==> src/rtl/i2c_cfg_pkg.sv <==
// Shared definitions for the serial configuration target.
// Assumes: bank size fixed at 31 bytes for the default image.
package i2c_cfg_pkg;

    localparam int CFG_REGS = 31;

    // Transfer phase of the protocol engine
    typedef enum logic [2:0] {
        PH_IDLE,
        PH_DEV,
        PH_SUB,
        PH_WR,
        PH_RD
    } phase_t;

    // Default reset image: byte 0 clear, byte i = 0x30 + i otherwise
    function automatic logic [CFG_REGS*8-1:0] default_image();
        logic [CFG_REGS*8-1:0] img;
        img = '0;
        for (int i = 1; i < CFG_REGS; i++) begin
            img[i*8 +: 8] = 8'(8'h30 + i);
        end
        return img;
    endfunction

endpackage

==> src/rtl/i2c_cfg_sync.sv <==
// Brings SCL and SDA into the clk domain and flags bus events.
// Assumes: clk is several times faster than SCL; STAGES >= 2.
// Outputs are single-cycle event strobes plus the settled line levels.
module i2c_cfg_sync #(
    parameter int STAGES = 2
) (
    input  logic clk,
    input  logic rst_n,
    input  logic scl_in,
    input  logic sda_in,
    output logic scl_q,
    output logic sda_q,
    output logic scl_rise,
    output logic scl_fall,
    output logic start_det,
    output logic stop_det
);

    logic [STAGES-1:0] scl_pipe;
    logic [STAGES-1:0] sda_pipe;
    logic              scl_d;
    logic              sda_d;

    // Synchronizer chains and one-cycle history, idle-high at reset
    always_ff @(posedge clk) begin
        if (!rst_n) begin
            scl_pipe <= '1;
            sda_pipe <= '1;
            scl_d    <= 1'b1;
            sda_d    <= 1'b1;
        end else begin
            scl_pipe <= {scl_pipe[STAGES-2:0], scl_in};
            sda_pipe <= {sda_pipe[STAGES-2:0], sda_in};
            scl_d    <= scl_pipe[STAGES-1];
            sda_d    <= sda_pipe[STAGES-1];
        end
    end

    assign scl_q = scl_pipe[STAGES-1];
    assign sda_q = sda_pipe[STAGES-1];

    // Event decode: edges of SCL, SDA edges while SCL stays high
    always_comb begin
        scl_rise  = scl_q & ~scl_d;
        scl_fall  = ~scl_q & scl_d;
        start_det = scl_q & scl_d & sda_d & ~sda_q;
        stop_det  = scl_q & scl_d & ~sda_d & sda_q;
    end

endmodule

==> src/rtl/i2c_cfg_regbank.sv <==
// Register bank with write lock and acquisition-request edge detect.
// Assumes: one write strobe per clock at most; register 0 holds the
// unlock bit and is itself never locked.
module i2c_cfg_regbank #(
    parameter int                      NUM_REGS    = 31,
    parameter int                      AW          = 5,
    parameter int                      WEN_BIT     = 1,
    parameter int                      ACQ_REG     = 30,
    parameter int                      ACQ_BIT     = 0,
    parameter logic [NUM_REGS*8-1:0]   RESET_IMAGE = '0
) (
    input  logic                  clk,
    input  logic                  rst_n,
    input  logic                  wr_en,
    input  logic [AW-1:0]         wr_addr,
    input  logic [7:0]            wr_data,
    output logic [NUM_REGS*8-1:0] regs_flat,
    output logic                  acq_pulse
);

    logic unlocked;
    logic acq_prev;

    assign unlocked = regs_flat[WEN_BIT];

    for (genvar g = 0; g < NUM_REGS; g++) begin : g_reg
        logic [7:0] q;
        logic       allow;
        if (g == 0) begin : g_free
            assign allow = 1'b1;
        end else begin : g_locked
            assign allow = unlocked;
        end
        // Storage for one register, written when addressed and allowed
        always_ff @(posedge clk) begin
            if (!rst_n) begin
                q <= RESET_IMAGE[g*8 +: 8];
            end else if (wr_en && (wr_addr == AW'(g)) && allow) begin
                q <= wr_data;
            end
        end
        assign regs_flat[g*8 +: 8] = q;
    end

    // Previous value of the request bit, for falling-edge detection
    always_ff @(posedge clk) begin
        if (!rst_n) begin
            acq_prev <= RESET_IMAGE[ACQ_REG*8 + ACQ_BIT];
        end else begin
            acq_prev <= regs_flat[ACQ_REG*8 + ACQ_BIT];
        end
    end

    assign acq_pulse = acq_prev & ~regs_flat[ACQ_REG*8 + ACQ_BIT];

endmodule

==> src/rtl/i2c_cfg_fsm.sv <==
// Bit and byte engine: address match, subaddress, write and read phases.
// Assumes: events come from i2c_cfg_sync; a rise and a fall never share
// a cycle. bit_q counts SCL rises inside a byte: 0..7 data, 8 is the
// acknowledge low phase, 9 the acknowledge high phase.
module i2c_cfg_fsm
    import i2c_cfg_pkg::*;
#(
    parameter int         NUM_REGS = 31,
    parameter int         AW       = 5,
    parameter logic [6:0] DEV_ADDR = 7'h2C
) (
    input  logic                  clk,
    input  logic                  rst_n,
    input  logic                  scl_rise,
    input  logic                  scl_fall,
    input  logic                  start_det,
    input  logic                  stop_det,
    input  logic                  sda_q,
    input  logic [NUM_REGS*8-1:0] regs_flat,
    output logic                  wr_en,
    output logic [AW-1:0]         wr_addr,
    output logic [7:0]            wr_data,
    output logic                  sda_pull,
    output logic                  idle
);

    localparam logic [7:0]    SUB_LIM = 8'(NUM_REGS);
    localparam logic [AW-1:0] PTR_LIM = AW'(NUM_REGS);
    localparam logic [AW-1:0] PTR_TOP = AW'(NUM_REGS - 1);

    phase_t        phase_q;
    logic [3:0]    bit_q;
    logic [7:0]    shreg_q;
    logic [AW-1:0] ptr_q;
    logic          ack_q;
    logic          rd_drv_q;
    logic          rnw_q;
    logic          mnack_q;

    logic          byte_done;
    logic          ack_end;
    logic [AW-1:0] ptr_nxt;
    logic [AW-1:0] sel_cur;
    logic [AW-1:0] sel_nxt;
    logic [7:0]    cur_byte;
    logic [7:0]    nxt_byte;

    // Phase points and saturating read pointer
    always_comb begin
        byte_done = scl_fall && (bit_q == 4'd8);
        ack_end   = scl_fall && (bit_q == 4'd9);
        ptr_nxt   = (ptr_q >= PTR_TOP) ? ptr_q : ptr_q + 1'b1;
        sel_cur   = (ptr_q > PTR_TOP) ? PTR_TOP : ptr_q;
        sel_nxt   = (ptr_nxt > PTR_TOP) ? PTR_TOP : ptr_nxt;
        cur_byte  = regs_flat[int'(sel_cur)*8 +: 8];
        nxt_byte  = regs_flat[int'(sel_nxt)*8 +: 8];
    end

    // Write strobe toward the bank at the end of each accepted data byte
    always_comb begin
        wr_en   = byte_done && (phase_q == PH_WR) && (ptr_q < PTR_LIM);
        wr_addr = ptr_q;
        wr_data = shreg_q;
    end

    // Protocol sequencing; start and stop override everything else
    always_ff @(posedge clk) begin
        if (!rst_n) begin
            phase_q  <= PH_IDLE;
            bit_q    <= '0;
            shreg_q  <= '0;
            ptr_q    <= '0;
            ack_q    <= 1'b0;
            rd_drv_q <= 1'b0;
            rnw_q    <= 1'b0;
            mnack_q  <= 1'b0;
        end else if (start_det) begin
            phase_q  <= PH_DEV;
            bit_q    <= '0;
            ack_q    <= 1'b0;
            rd_drv_q <= 1'b0;
        end else if (stop_det) begin
            phase_q  <= PH_IDLE;
            bit_q    <= '0;
            ack_q    <= 1'b0;
            rd_drv_q <= 1'b0;
        end else if (phase_q != PH_IDLE) begin
            if (scl_rise) begin
                if (bit_q < 4'd8) begin
                    shreg_q <= {shreg_q[6:0], sda_q};
                end else if (bit_q == 4'd8) begin
                    mnack_q <= sda_q;
                end
                if (bit_q != 4'd9) begin
                    bit_q <= bit_q + 4'd1;
                end
            end
            if (byte_done) begin
                unique case (phase_q)
                    PH_DEV: begin
                        ack_q <= (shreg_q[7:1] == DEV_ADDR);
                        rnw_q <= shreg_q[0];
                    end
                    PH_SUB: begin
                        if (shreg_q < SUB_LIM) begin
                            ack_q <= 1'b1;
                            ptr_q <= shreg_q[AW-1:0];
                        end
                    end
                    PH_WR: begin
                        if (ptr_q < PTR_LIM) begin
                            ack_q <= 1'b1;
                            ptr_q <= ptr_q + 1'b1;
                        end
                    end
                    PH_RD: rd_drv_q <= 1'b0;
                    default: ;
                endcase
            end else if (ack_end) begin
                bit_q <= '0;
                ack_q <= 1'b0;
                unique case (phase_q)
                    PH_DEV: begin
                        if (!ack_q) begin
                            phase_q <= PH_IDLE;
                        end else if (rnw_q) begin
                            phase_q  <= PH_RD;
                            rd_drv_q <= ~cur_byte[7];
                        end else begin
                            phase_q <= PH_SUB;
                        end
                    end
                    PH_SUB:  phase_q <= ack_q ? PH_WR : PH_IDLE;
                    PH_WR:   if (!ack_q) phase_q <= PH_IDLE;
                    PH_RD: begin
                        if (mnack_q) begin
                            phase_q  <= PH_IDLE;
                            rd_drv_q <= 1'b0;
                        end else begin
                            ptr_q    <= ptr_nxt;
                            rd_drv_q <= ~nxt_byte[7];
                        end
                    end
                    default: ;
                endcase
            end else if (scl_fall && (phase_q == PH_RD) && (bit_q != 4'd0)) begin
                rd_drv_q <= ~cur_byte[3'(4'd7 - bit_q)];
            end
        end
    end

    assign sda_pull = ack_q | rd_drv_q;
    assign idle     = (phase_q == PH_IDLE);

endmodule

==> src/rtl/i2c_cfg_slave.sv <==
// Top of the serial configuration target: synchronizer, protocol engine
// and register bank. Assumes clk runs at least 8x the SCL rate and the
// pad logic turns sda_pull_low into an open-drain pull-down.
module i2c_cfg_slave
    import i2c_cfg_pkg::*;
#(
    parameter logic [6:0]            DEV_ADDR    = 7'h2C,
    parameter int                    NUM_REGS    = CFG_REGS,
    parameter int                    WEN_BIT     = 1,
    parameter int                    ACQ_REG     = 30,
    parameter int                    ACQ_BIT     = 0,
    parameter int                    SYNC_STAGES = 2,
    parameter logic [NUM_REGS*8-1:0] RESET_IMAGE = default_image()
) (
    input  logic                  clk,
    input  logic                  rst_n,
    input  logic                  scl_in,
    input  logic                  sda_in,
    output logic                  sda_pull_low,
    output logic [NUM_REGS*8-1:0] cfg_regs,
    output logic                  acq_pulse
);

    localparam int AW = $clog2(NUM_REGS + 1);

    logic          scl_s;
    logic          sda_s;
    logic          scl_rise;
    logic          scl_fall;
    logic          start_det;
    logic          stop_det;
    logic          wr_en;
    logic [AW-1:0] wr_addr;
    logic [7:0]    wr_data;
    logic          fsm_idle;

    i2c_cfg_sync #(
        .STAGES (SYNC_STAGES)
    ) u_sync (
        .clk       (clk),
        .rst_n     (rst_n),
        .scl_in    (scl_in),
        .sda_in    (sda_in),
        .scl_q     (scl_s),
        .sda_q     (sda_s),
        .scl_rise  (scl_rise),
        .scl_fall  (scl_fall),
        .start_det (start_det),
        .stop_det  (stop_det)
    );

    i2c_cfg_fsm #(
        .NUM_REGS (NUM_REGS),
        .AW       (AW),
        .DEV_ADDR (DEV_ADDR)
    ) u_fsm (
        .clk       (clk),
        .rst_n     (rst_n),
        .scl_rise  (scl_rise),
        .scl_fall  (scl_fall),
        .start_det (start_det),
        .stop_det  (stop_det),
        .sda_q     (sda_s),
        .regs_flat (cfg_regs),
        .wr_en     (wr_en),
        .wr_addr   (wr_addr),
        .wr_data   (wr_data),
        .sda_pull  (sda_pull_low),
        .idle      (fsm_idle)
    );

    i2c_cfg_regbank #(
        .NUM_REGS    (NUM_REGS),
        .AW          (AW),
        .WEN_BIT     (WEN_BIT),
        .ACQ_REG     (ACQ_REG),
        .ACQ_BIT     (ACQ_BIT),
        .RESET_IMAGE (RESET_IMAGE)
    ) u_bank (
        .clk       (clk),
        .rst_n     (rst_n),
        .wr_en     (wr_en),
        .wr_addr   (wr_addr),
        .wr_data   (wr_data),
        .regs_flat (cfg_regs),
        .acq_pulse (acq_pulse)
    );

endmodule

==> config.mk <==
export PLATFORM = sky130hd
export DESIGN_NAME = i2c_cfg_slave
export DESIGN_NICKNAME = d
export VERILOG_FILES = /design/src/rtl/i2c_cfg_pkg.sv /design/src/rtl/i2c_cfg_sync.sv /design/src/rtl/i2c_cfg_regbank.sv /design/src/rtl/i2c_cfg_fsm.sv /design/src/rtl/i2c_cfg_slave.sv
export SDC_FILE = /design/constraint.sdc
export NUM_CORES = 1
export LEC_CHECK = 0
export BUFFER_PORTS_ARGS = -buffer_cell sky130_fd_sc_hd__buf_2
export CAP_MARGIN = 20
export CORE_ASPECT_RATIO = 0.75
export CORE_MARGIN = 10
export CORE_UTILIZATION = 25
export DETAILED_ROUTE_END_ITERATION = 12
export PLACE_DENSITY = 0.43
export SLEW_MARGIN = 20
export SYNTH_ARGS = -nofsm -noshare
export SYNTH_HDL_FRONTEND = slang
export SYNTH_SLANG_ARGS = --single-unit
==> constraint.sdc <==
create_clock -name clk -period 5.19 [get_ports clk]
set_input_delay 1.038 -clock clk [delete_from_list [all_inputs] [get_ports clk]]
set_output_delay 1.038 -clock clk [all_outputs]
set_load 0.02 [all_outputs]
Word level (Yosys, flattened, before mapping)
Index checks and enable logic that the tools add are counted.
{ "totals": {"register_bits": 279, "output_inout_bits": 250, "in_bits": 4} }
{ "op_classes": {"n_bitwise": 22, "eq_ne": 52, "reduce_logical": 86, "n_mux": 40, "magnitude_cmp": 7, "shift": 2, "addsub": 3} }
{ "ops": {"columns": ["cell", "count"], "rows": [
  ["248-bit by 9-bit variable part select with 8-bit output", 2],
  ["5-bit == test, second input constant", 15],
  ["1-bit logical AND", 67],
  ["5-bit 2-to-1 mux", 9],
  ["5-bit by 4-bit == test with 1-bit output, second input constant", 8],
  ["6-bit AND reduction", 4],
  ["5-bit by 3-bit == test with 1-bit output, second input constant", 4],
  ["1-bit 2-to-1 mux", 17],
  ["4-bit 2-to-1 mux", 4],
  ["3-bit != test, second input constant", 5],
  ["5-bit AND reduction", 3],
  ["1-bit NOT", 13],
  ["3-bit 2-to-1 mux", 4],
  ["4-bit != test, second input constant", 3],
  ["3-bit one-hot mux with 4 select lines", 1],
  ["3-bit nonzero test", 4],
  ["5-bit by 2-bit == test with 1-bit output, second input constant", 2],
  ["5-bit > comparator, second input constant", 2],
  ["5-bit one-hot mux with 2 select lines", 1],
  ["9-bit AND reduction", 1],
  ["1-bit AND", 8],
  ["4-bit == test, second input constant", 2],
  ["8-bit by 5-bit less-than comparator with 1-bit output, second input constant", 1],
  ["4-bit by 2-bit != test with 1-bit output, second input constant", 2],
  ["other kinds (25)", 30]
]} }

Longest topological paths before layout
Gate-level depths: netlist of run 1.
{ "logic_depth": {"word_depth": 10, "mapped_depth": 15, "mapped_depth_nobuf": 10} }

By module
Synthesis of run 1 repeated with hierarchy kept, for this count alone.
{ "hier_totals": {"cells_unflattened": 1586, "hier_area_um2": 14626.5} }
{ "by_module_without_submodules": {"columns": ["mod", "area_per_inst_um2", "n_inst", "cells_per_inst"], "rows": [
  ["i2c_cfg_regbank", 9520.4, 1, 873],
  ["i2c_cfg_fsm", 4916.0, 1, 697],
  ["i2c_cfg_sync", 190.2, 1, 16]
]} }

Worst setup path after synthesis of run 1
Ideal clock, no wire load.
{ "synth_timing": {"path_type": "register -> register", "startpoint": "reg u_fsm.ptr_q[2] (netlist: u_fsm.wr_addr[2])", "endpoint": "reg u_fsm.rd_drv_q", "path_slack_ps": 2022, "setup_time_ps": 121, "arrival_time_ps": 3046, "period_less_slack_ps": 3168, "stages_incl_launch_ff": 14, "cell_sequence": "dfxtp_1 -> clkbuf_2 -> buf_2 -> clkbuf_1 -> buf_1 -> and3_1 -> ha_1 -> a211oi_1 -> a31oi_4 -> mux2i_1 -> a2111oi_2 -> a21oi_1 -> a41oi_2 -> o21ai_1"} }
{ "synth_via": {"elab_chain_cells": 10, "elab_cells_between_ends": 21, "classes_between": "add/sub (1); order compare (3); shift (2); mux (12); bitwise (3)"} }
{ "synth_lines": {"columns": ["item", "line", "source"], "rows": [
  ["start: declaration", "i2c_cfg_fsm.sv:34", "logic [AW-1:0] ptr_q;"],
  ["start signal: assignment", "i2c_cfg_fsm.sv:107", "ptr_q <= shreg_q[AW-1:0];"],
  ["start signal: assignment", "i2c_cfg_fsm.sv:113", "ptr_q <= ptr_q + 1'b1;"],
  ["start signal: assignment", "i2c_cfg_fsm.sv:140", "ptr_q <= ptr_nxt;"],
  ["5-bit by 1-bit adder with 5-bit output or 5-bit >= comparator (tied branches)", "i2c_cfg_fsm.sv:52", "ptr_nxt = (ptr_q >= PTR_TOP) ? ptr_q : ptr_q + 1'b1;"],
  ["5-bit 2-to-1 mux", "i2c_cfg_fsm.sv:52", null],
  ["5-bit > comparator", "i2c_cfg_fsm.sv:54", "sel_nxt = (ptr_nxt > PTR_TOP) ? PTR_TOP : ptr_nxt;"],
  ["5-bit 2-to-1 mux", "i2c_cfg_fsm.sv:54", null],
  ["248-bit by 9-bit variable part select with 8-bit output", "i2c_cfg_fsm.sv:56", "nxt_byte = regs_flat[int'(sel_nxt)*8 +: 8];"],
  ["1-bit NOT", "i2c_cfg_fsm.sv:141", "rd_drv_q <= ~nxt_byte[7];"],
  ["1-bit 2-to-1 mux", "i2c_cfg_fsm.sv:136", "if (mnack_q) begin"],
  ["1-bit one-hot mux with 2 select lines", "i2c_cfg_fsm.sv:122", "unique case (phase_q)"],
  ["1-bit 2-to-1 mux (*)", "i2c_cfg_fsm.sv:119", "end else if (ack_end) begin"],
  ["1-bit 2-to-1 mux (*)", "i2c_cfg_fsm.sv:98", "if (byte_done) begin"],
  ["end signal: assignment", "i2c_cfg_fsm.sv:128", "rd_drv_q <= ~cur_byte[7];"],
  ["end signal: assignment", "i2c_cfg_fsm.sv:141", null],
  ["end signal: assignment", "i2c_cfg_fsm.sv:147", "rd_drv_q <= ~cur_byte[3'(4'd7 - bit_q)];"],
  ["end: declaration", "i2c_cfg_fsm.sv:36", "logic rd_drv_q;"]
]} }
Mark *: on every way between the ends. The rest lies on a longest branch, timed or not. The select of a mux whose other input is x is not followed.
A chain may end at the register's enable or synchronous reset.

Worst setup path after layout of run 1
{ "layout_timing": {"startpoint": "reg u_fsm.ptr_q[1] (netlist: u_fsm.wr_addr[1])", "endpoint": "reg u_fsm.rd_drv_q"} }
Same word-level chain as after synthesis.

==> impl_results.md, run 1 <==
- Outcome: completed
- Top delay family on crit path: compound AO/OA/AOI/OAI gates
- Actual slew at the worst max-slew pin: 1.205 ns
- Residual DRC count: 0
- Post-synth EDFFs: 0
- Final min period: 3.764 ns
- DR WL/cell: 26.00 um
- Post-CTS setup buffer count: 0
- Total track usage: 0.2136
- Starting Density: 0.2524
- First-pass GRT wire length: 100.7 mm
- Post-Syn Area: 0.01335 mm2
- Maxcap violations: 0
- Die ar.: 0.06313 mm2
- Worst hold start: u_sync.scl_pipe[0]$_SDFF_PN1_
- Synth top area share: 0.4184
- Part of the power in combinational logic: 0.012
- NumNets Final: 1973
- Vias: 14260
- Antenna violation net count after detailed routing: 0
- Peak supply drop: 0.0001783 V
- Netlist cell types: 76
- Cts hold-fix bufs: 0
- Number of global-route vias before repair: 13710
- Crit path kind: register to register
- Switch share: 0.2233
- Clk pin slew, worst setup/hold paths: 0.06 ns
- Critical Path RT: 5.65 ns
- Yosys warns: 0
- PD cells: 281.9 mW/mm2
- Total gr overflow: 0
- Max-slew violation count: 0
- Clock sinks: 279
- Total power: 4.611 mW
- Synthesis-stage register bit count: 279
- Worst Path Max Fanout: 37
- Fillers: 5730
- Cell area after layout: 0.01635 mm2
- Clock network power share: 0.522
- Die Ht: 220.1 um
- HPWL after DPL: 50.26 mm
- Slowest CP cell: dfxtp_4
- Worst-Skew Late Latency: 0.53 ns
- Input/output buffers: 253
- Pint: 3.581 mW
- Minimum hold slack: 0.4115 ns
- CTS H-tree lvls: 2
- Switching Power: 1.029 mW
- Num CTS Buffers: 34
- Final Util: 0.3092
- Maximum number of pins on one net before global-route repair: 88
- Initial antenna violation count: 1
- CP Capture Type: register
- Leading area contributor after synthesis: dfxtp_1
- FF-to-FF Start: u_fsm.wr_addr[1]$_SDFFE_PN0P_
- CTS-repair resized insts: 0
- Sequential share of power: 0.465
- CTS tree: built
- Placed cell areas: 0.01524 mm2
- Post-synthesis sequential area ratio: 0.4184
- Setup TNS: 0 ns
- Final period util: 0.7252
- Synth Flop Type: dfxtp_1
- Worst path max stage delay: 0.73 ns
- Critical Path, Cell by Cell: buf_4 > mux2_2 > o221a_2 > a221o_1 > a211oi_1 > a21oi_1 > a41oi_1 > a41oi_1 > o21ai_1
- Final setup fails: 0
- Leak: 6.257 nW
- P&R area growth vs syn: 22.50%
- Drt first-iter violations: 1577
- Slew HR: 0.1936
- Syn Area/Cell: 7.563 um2
- CP bufs+invs: 1
- Hold Vio Cnt, Final: 0
- CORE AREA: 0.05288 mm2
- Critical path arrival: 4.22 ns
- Crit path from: u_fsm.wr_addr[1]$_SDFFE_PN0P_
- GP Congestion: 0.9161
- Max Fclk: 0.2657 GHz
- Setup crit start kind: register
- Final Skew: 0.01759 ns
- Vias/cell: 5.284
- Layout cell share with drive strength beyond 1: 0.1960
- Most used cell, CP: a41oi_1
- Most area-consuming cells after synthesis: dfxtp_1 (42%), nand2_1 (16%), a21oi_1 (7.0%)
- Die X: 286.8 um
- Drt total wl: 70.16 mm
- Hold Path Class: register to register
- CTS Root Cell: clkbuf_16
- RSZ-0062 raised after global routing: false
- Top-Level Pins: 254
- Clock buffer depth: 3
- Cells after synthesis: 1765
- Pre-Repair DR Iteration Count: 6
- Synthesized Nets: 1777
- Async S/R FF share, synth: 0
- FP Rows: 73
sequential cells by signal, indices dropped and copies added (netlist names):
signal           flops
u_sync.sda_pipe      2
u_fsm.ack_q          1
u_bank.g.q         248
u_fsm.bit_q          4
u_fsm.wr_data        8
u_fsm.rnw_q          1
u_fsm.mnack_q        1
u_sync.sda_d         1
u_fsm.wr_addr        5
u_sync.scl_d         1
u_fsm.rd_drv_q       1
u_bank.acq_prev      1
u_sync.scl_pipe      2
u_fsm.phase_q        3
logic make-up (layout without fill, tap and decap cells):
family | count (synthesis) | in the layout | share of synthesized area
fa+ha+maj | 8 | 8 | 0.007499
mux | 83 | 83 | 0.07658
xor+xnor | 3 | 3 | 0.001969
simple gates | 890 | 890 | 0.2833
flops | 279 | 279 | 0.4184
other cells | 0 | 1 | 0
compound gates | 362 | 362 | 0.1690
buf+inv | 140 | 360 | 0.04330
area by class of cell:
cell class,count,area (um2),area share
diodes,1,2.502,0.0001530
multi-input cells,1346,7189,0.4396
repair buffers,281,1491,0.09120
flip-flops and latches,279,5590,0.3419
inverters,19,73.82,0.004514
well taps,712,890.9,0.05448
clock buffers,55,1084,0.06626
clock inverters,5,31.28,0.001913
synthesized netlist by cell type, types with 17 or more instances:
master,n
nand2_1,571
dfxtp_1,279
a21oi_1,188
nand3_1,130
nor2_1,93
clkbuf_1,88
mux2i_1,47
o21ai_0,42
mux2_2,23
buf_2,20
nand2b_1,17
metal layers:
metal / share of wire / vias up / global-route usage
li1: - / 6505 / -
met1: 0.46 / 7040 / 0.2984
met2: 0.45 / 643 / 0.3407
met3: 0.077 / 67 / 0.03952
met4: 0.015 / 2 / 0.04077
met5: 0.00019 / - / 0
worst paths after layout:
kind                                   end  slack [ns]  cells past startpoint
max            u_fsm.rd_drv_q$_SDFFE_PP0P_        1.43                      9
min          u_sync.scl_pipe[1]$_SDFF_PN1_        0.41                      1
max reg2reg    u_fsm.rd_drv_q$_SDFFE_PP0P_        1.43                      9
min reg2reg  u_sync.scl_pipe[1]$_SDFF_PN1_        0.41                      1
power groups by stage:
stage / Combinational, mW / Clock (mW) / Sequential (mW)
final: 0.0570 / 2.41 / 2.15
after global placement: 0.0572 / 0 / 2.19
after global routing: 0.0615 / 2.54 / 2.15
after CTS: 0.0572 / 2.45 / 2.15
after detailed placement: 0.0573 / 0 / 2.19
after floorplan: 0.0391 / 0 / 2.19
through the flow:
step,instances,worst slack (ns)
floorplan,1765,2.022
global placement,2637,1.513
detailed placement,2637,1.493
CTS,2697,1.460
global route,2697,1.212
finish,2698,1.426
cells in the final DEF (no fill, tap or decap), types with 9 or more instances in the layout:
cell and count:
nand2_1 571, clkbuf_8 9, buf_2 252, a211oi_1 13, nor2b_1 12, nand2b_1 17, mux2i_1 47, mux4_2 13
inv_1 16, mux2_2 23, o221ai_1 13, nor3_1 13, clkbuf_16 37, clkbuf_1 9, nor2_1 93, o21ai_0 42
nand3_1 130, o211ai_1 16, buf_4 28, a21oi_1 188, dfxtp_1 277
Power figures use the tool's default switching activity.
==> inputs of run 2 (changes only) <==
==> constraint.sdc (replaced) <==
create_clock -name clk -period 3.9 [get_ports clk]
set_input_delay 0.78 -clock clk [delete_from_list [all_inputs] [get_ports clk]]
set_output_delay 0.78 -clock clk [all_outputs]
set_load 0.02 [all_outputs]
==> impl_results.md, run 2 (same netlist as run 1, synthesis figures left out) <==
- Outcome: completed
- Hold path cells: 2
- Switching Power: 1.358 mW
- Total power: 5.856 mW
- Vias: 14280
- Placed cells: 2661
- Most frequent cells in the layout: nand2_1 (571), dfxtp_1 (277), buf_2 (252), a21oi_1 (188), nand3_1 (130)
- Post-route setup slack: 0.3353 ns
- Actual slew at the worst max-slew pin: 1.070 ns
- Top-Level Pins: 254
- Clock sinks: 279
- CTS-repair resized insts: 0
- P&R area growth vs syn: 23.12%
- Worst path max stage delay: 0.91 ns
- Slowest CP cell: a211oi_1
- Die ar.: 0.06313 mm2
- DR WL/cell: 26.30 um
- Post-Place Setup Slack: 0.5068 ns
- Die X: 286.8 um
- Pre-Repair DR Iteration Count: 6
- CTS H-tree lvls: 1
- Critical Path, Cell by Cell: buf_12 > nand2b_1 > buf_12 > o221ai_1 > nand3b_1 > a211oi_1 > a21oi_1 > a41oi_1 > a41oi_1 > o21ai_1
- Post-Layout Cell Count: 2716
- Maximum number of pins on one net before global-route repair: 68
- Leak: 6.323 nW
- Initial antenna violation count: 1
- Critical path arrival: 4.09 ns
- Crit path kind: register to register
- Worst Reg2Reg Path Length in Cells: 10
- Clock network power share: 0.499
- Clock buffer depth: 3
- Final Skew: 0.01884 ns
- NumNets Final: 1994
- CORE AREA: 0.05288 mm2
- Clk pin slew, worst setup/hold paths: 0.08 ns
- Layout cell share with drive strength beyond 1: 0.2046
- CTS tree: built
- Post-CTS setup buffer count: 0
- GP Congestion: 0.9652
- Final min period: 3.565 ns
- PD cells: 356.3 mW/mm2
- Drt total wl: 71.42 mm
- Critical Path RT: 4.42 ns
- CP Capture Type: register
- RSZ-0062 raised after global routing: false
- Hold Vio Cnt, Final: 0
- Placed cell areas: 0.01547 mm2
- Part of the power in combinational logic: 0.014
- Cts hold-fix bufs: 0
- Max Fclk: 0.2805 GHz
- HPWL after DPL: 51.59 mm
- Total gr overflow: 0
- Vias/cell: 5.256
- Residual DRC count: 0
- Pint: 4.498 mW
- Max-slew violation count: 0
- Starting Density: 0.2524
- FP Rows: 73
- Die Ht: 220.1 um
- Minimum hold slack: 0.3860 ns
- Maxcap violations: 0
- Final Util: 0.3108
- Cell area after layout: 0.01644 mm2
- Hold Path Class: primary input to register
- Slew HR: 0.2822
- Antenna violation net count after detailed routing: 0
- Number of global-route vias before repair: 13700
- First-pass GRT wire length: 101.8 mm
- Drt first-iter violations: 1524
- Total track usage: 0.2171
- Commonest non-fill, non-tap cell in the layout: nand2_1
- CTS Root Cell: clkbuf_16
- Final period util: 0.9140
- Num CTS Buffers: 31
- Ant. Diodes: 0
- Worst-Skew Late Latency: 0.59 ns
- Worst Path Max Fanout: 33
- Sequential share of power: 0.488
- Final setup fails: 0
- Setup TNS: 0 ns
- Peak supply drop: 0.0002642 V
- Input/output buffers: 253
- Biggest register: u_bank.g.q
- Switch share: 0.2318
- Fillers: 5740
- Largest register FFs: 248
- Setup crit start kind: register
==> run 2: changes by cell type in the layout (fill, tap and decap cells not counted) <==
cell       before  now
buf_12          1    5
buf_4          28   48
bufinv_16       0    1
clkbuf_1        9    7
clkbuf_16      37   31
clkbuf_8        9    6
clkinv_2        2    8
diode_2         1    0
inv_4           2    1
==> run 2: per-layer routing <==
| layer | share of wire | wire [um] | vias up | global-route usage |
|---|---|---|---|---|
| li1 | - | - | 6538 | - |
| met1 | 0.46 | 33160 | 7026 | 0.3050 |
| met2 | 0.44 | 31230 | 634 | 0.3396 |
| met3 | 0.079 | 5612 | 77 | 0.04457 |
| met4 | 0.020 | 1418 | 0 | 0.04408 |
| met5 | 0 | 0 | - | 0 |
==> run 2: final timing paths <==
path                                               startpoint                             to  slack [ns]
worst min register to register  u_sync.scl_pipe[0]$_SDFF_PN1_  u_sync.scl_pipe[1]$_SDFF_PN1_        0.42
worst max register to register  u_fsm.wr_addr[0]$_SDFFE_PN0P_    u_fsm.rd_drv_q$_SDFFE_PP0P_        0.34
worst max-delay path            u_fsm.wr_addr[0]$_SDFFE_PN0P_    u_fsm.rd_drv_q$_SDFFE_PP0P_        0.34
worst min-delay path                                   scl_in  u_sync.scl_pipe[0]$_SDFF_PN1_        0.39
==> run 2: worst max-delay path: cells and delay by family, from the launching register on <==
family / cells / cell delay [ns]
compound gates: 6 / 2.07
flops: 1 / 0.36
simple gates: 2 / 0.49
buf+inv: 2 / 0.55
==> run 2: cell type report <==
type	instances	area, um2	area share
Inverter	19	73.82	0.004491
Multi-Input combinational cell	1346	7189	0.4374
Sequential cell	279	5590	0.3401
Timing Repair Buffer	305	1722	0.1047
Tap cell	712	890.9	0.05420
Clock inverter	11	85.08	0.005177
Clock buffer	44	884.6	0.05382
==> run 2: power by group through the flow <==
| stage | combinational [mW] | clock (mW) | sequential, mW |
|---|---|---|---|
| finish | 0.0798 | 2.92 | 2.86 |
| global route | 0.0850 | 3.07 | 2.85 |
| CTS | 0.0801 | 2.98 | 2.86 |
| detailed placement | 0.0801 | 0 | 2.92 |
| global placement | 0.0797 | 0 | 2.92 |
| floorplan | 0.0520 | 0 | 2.92 |
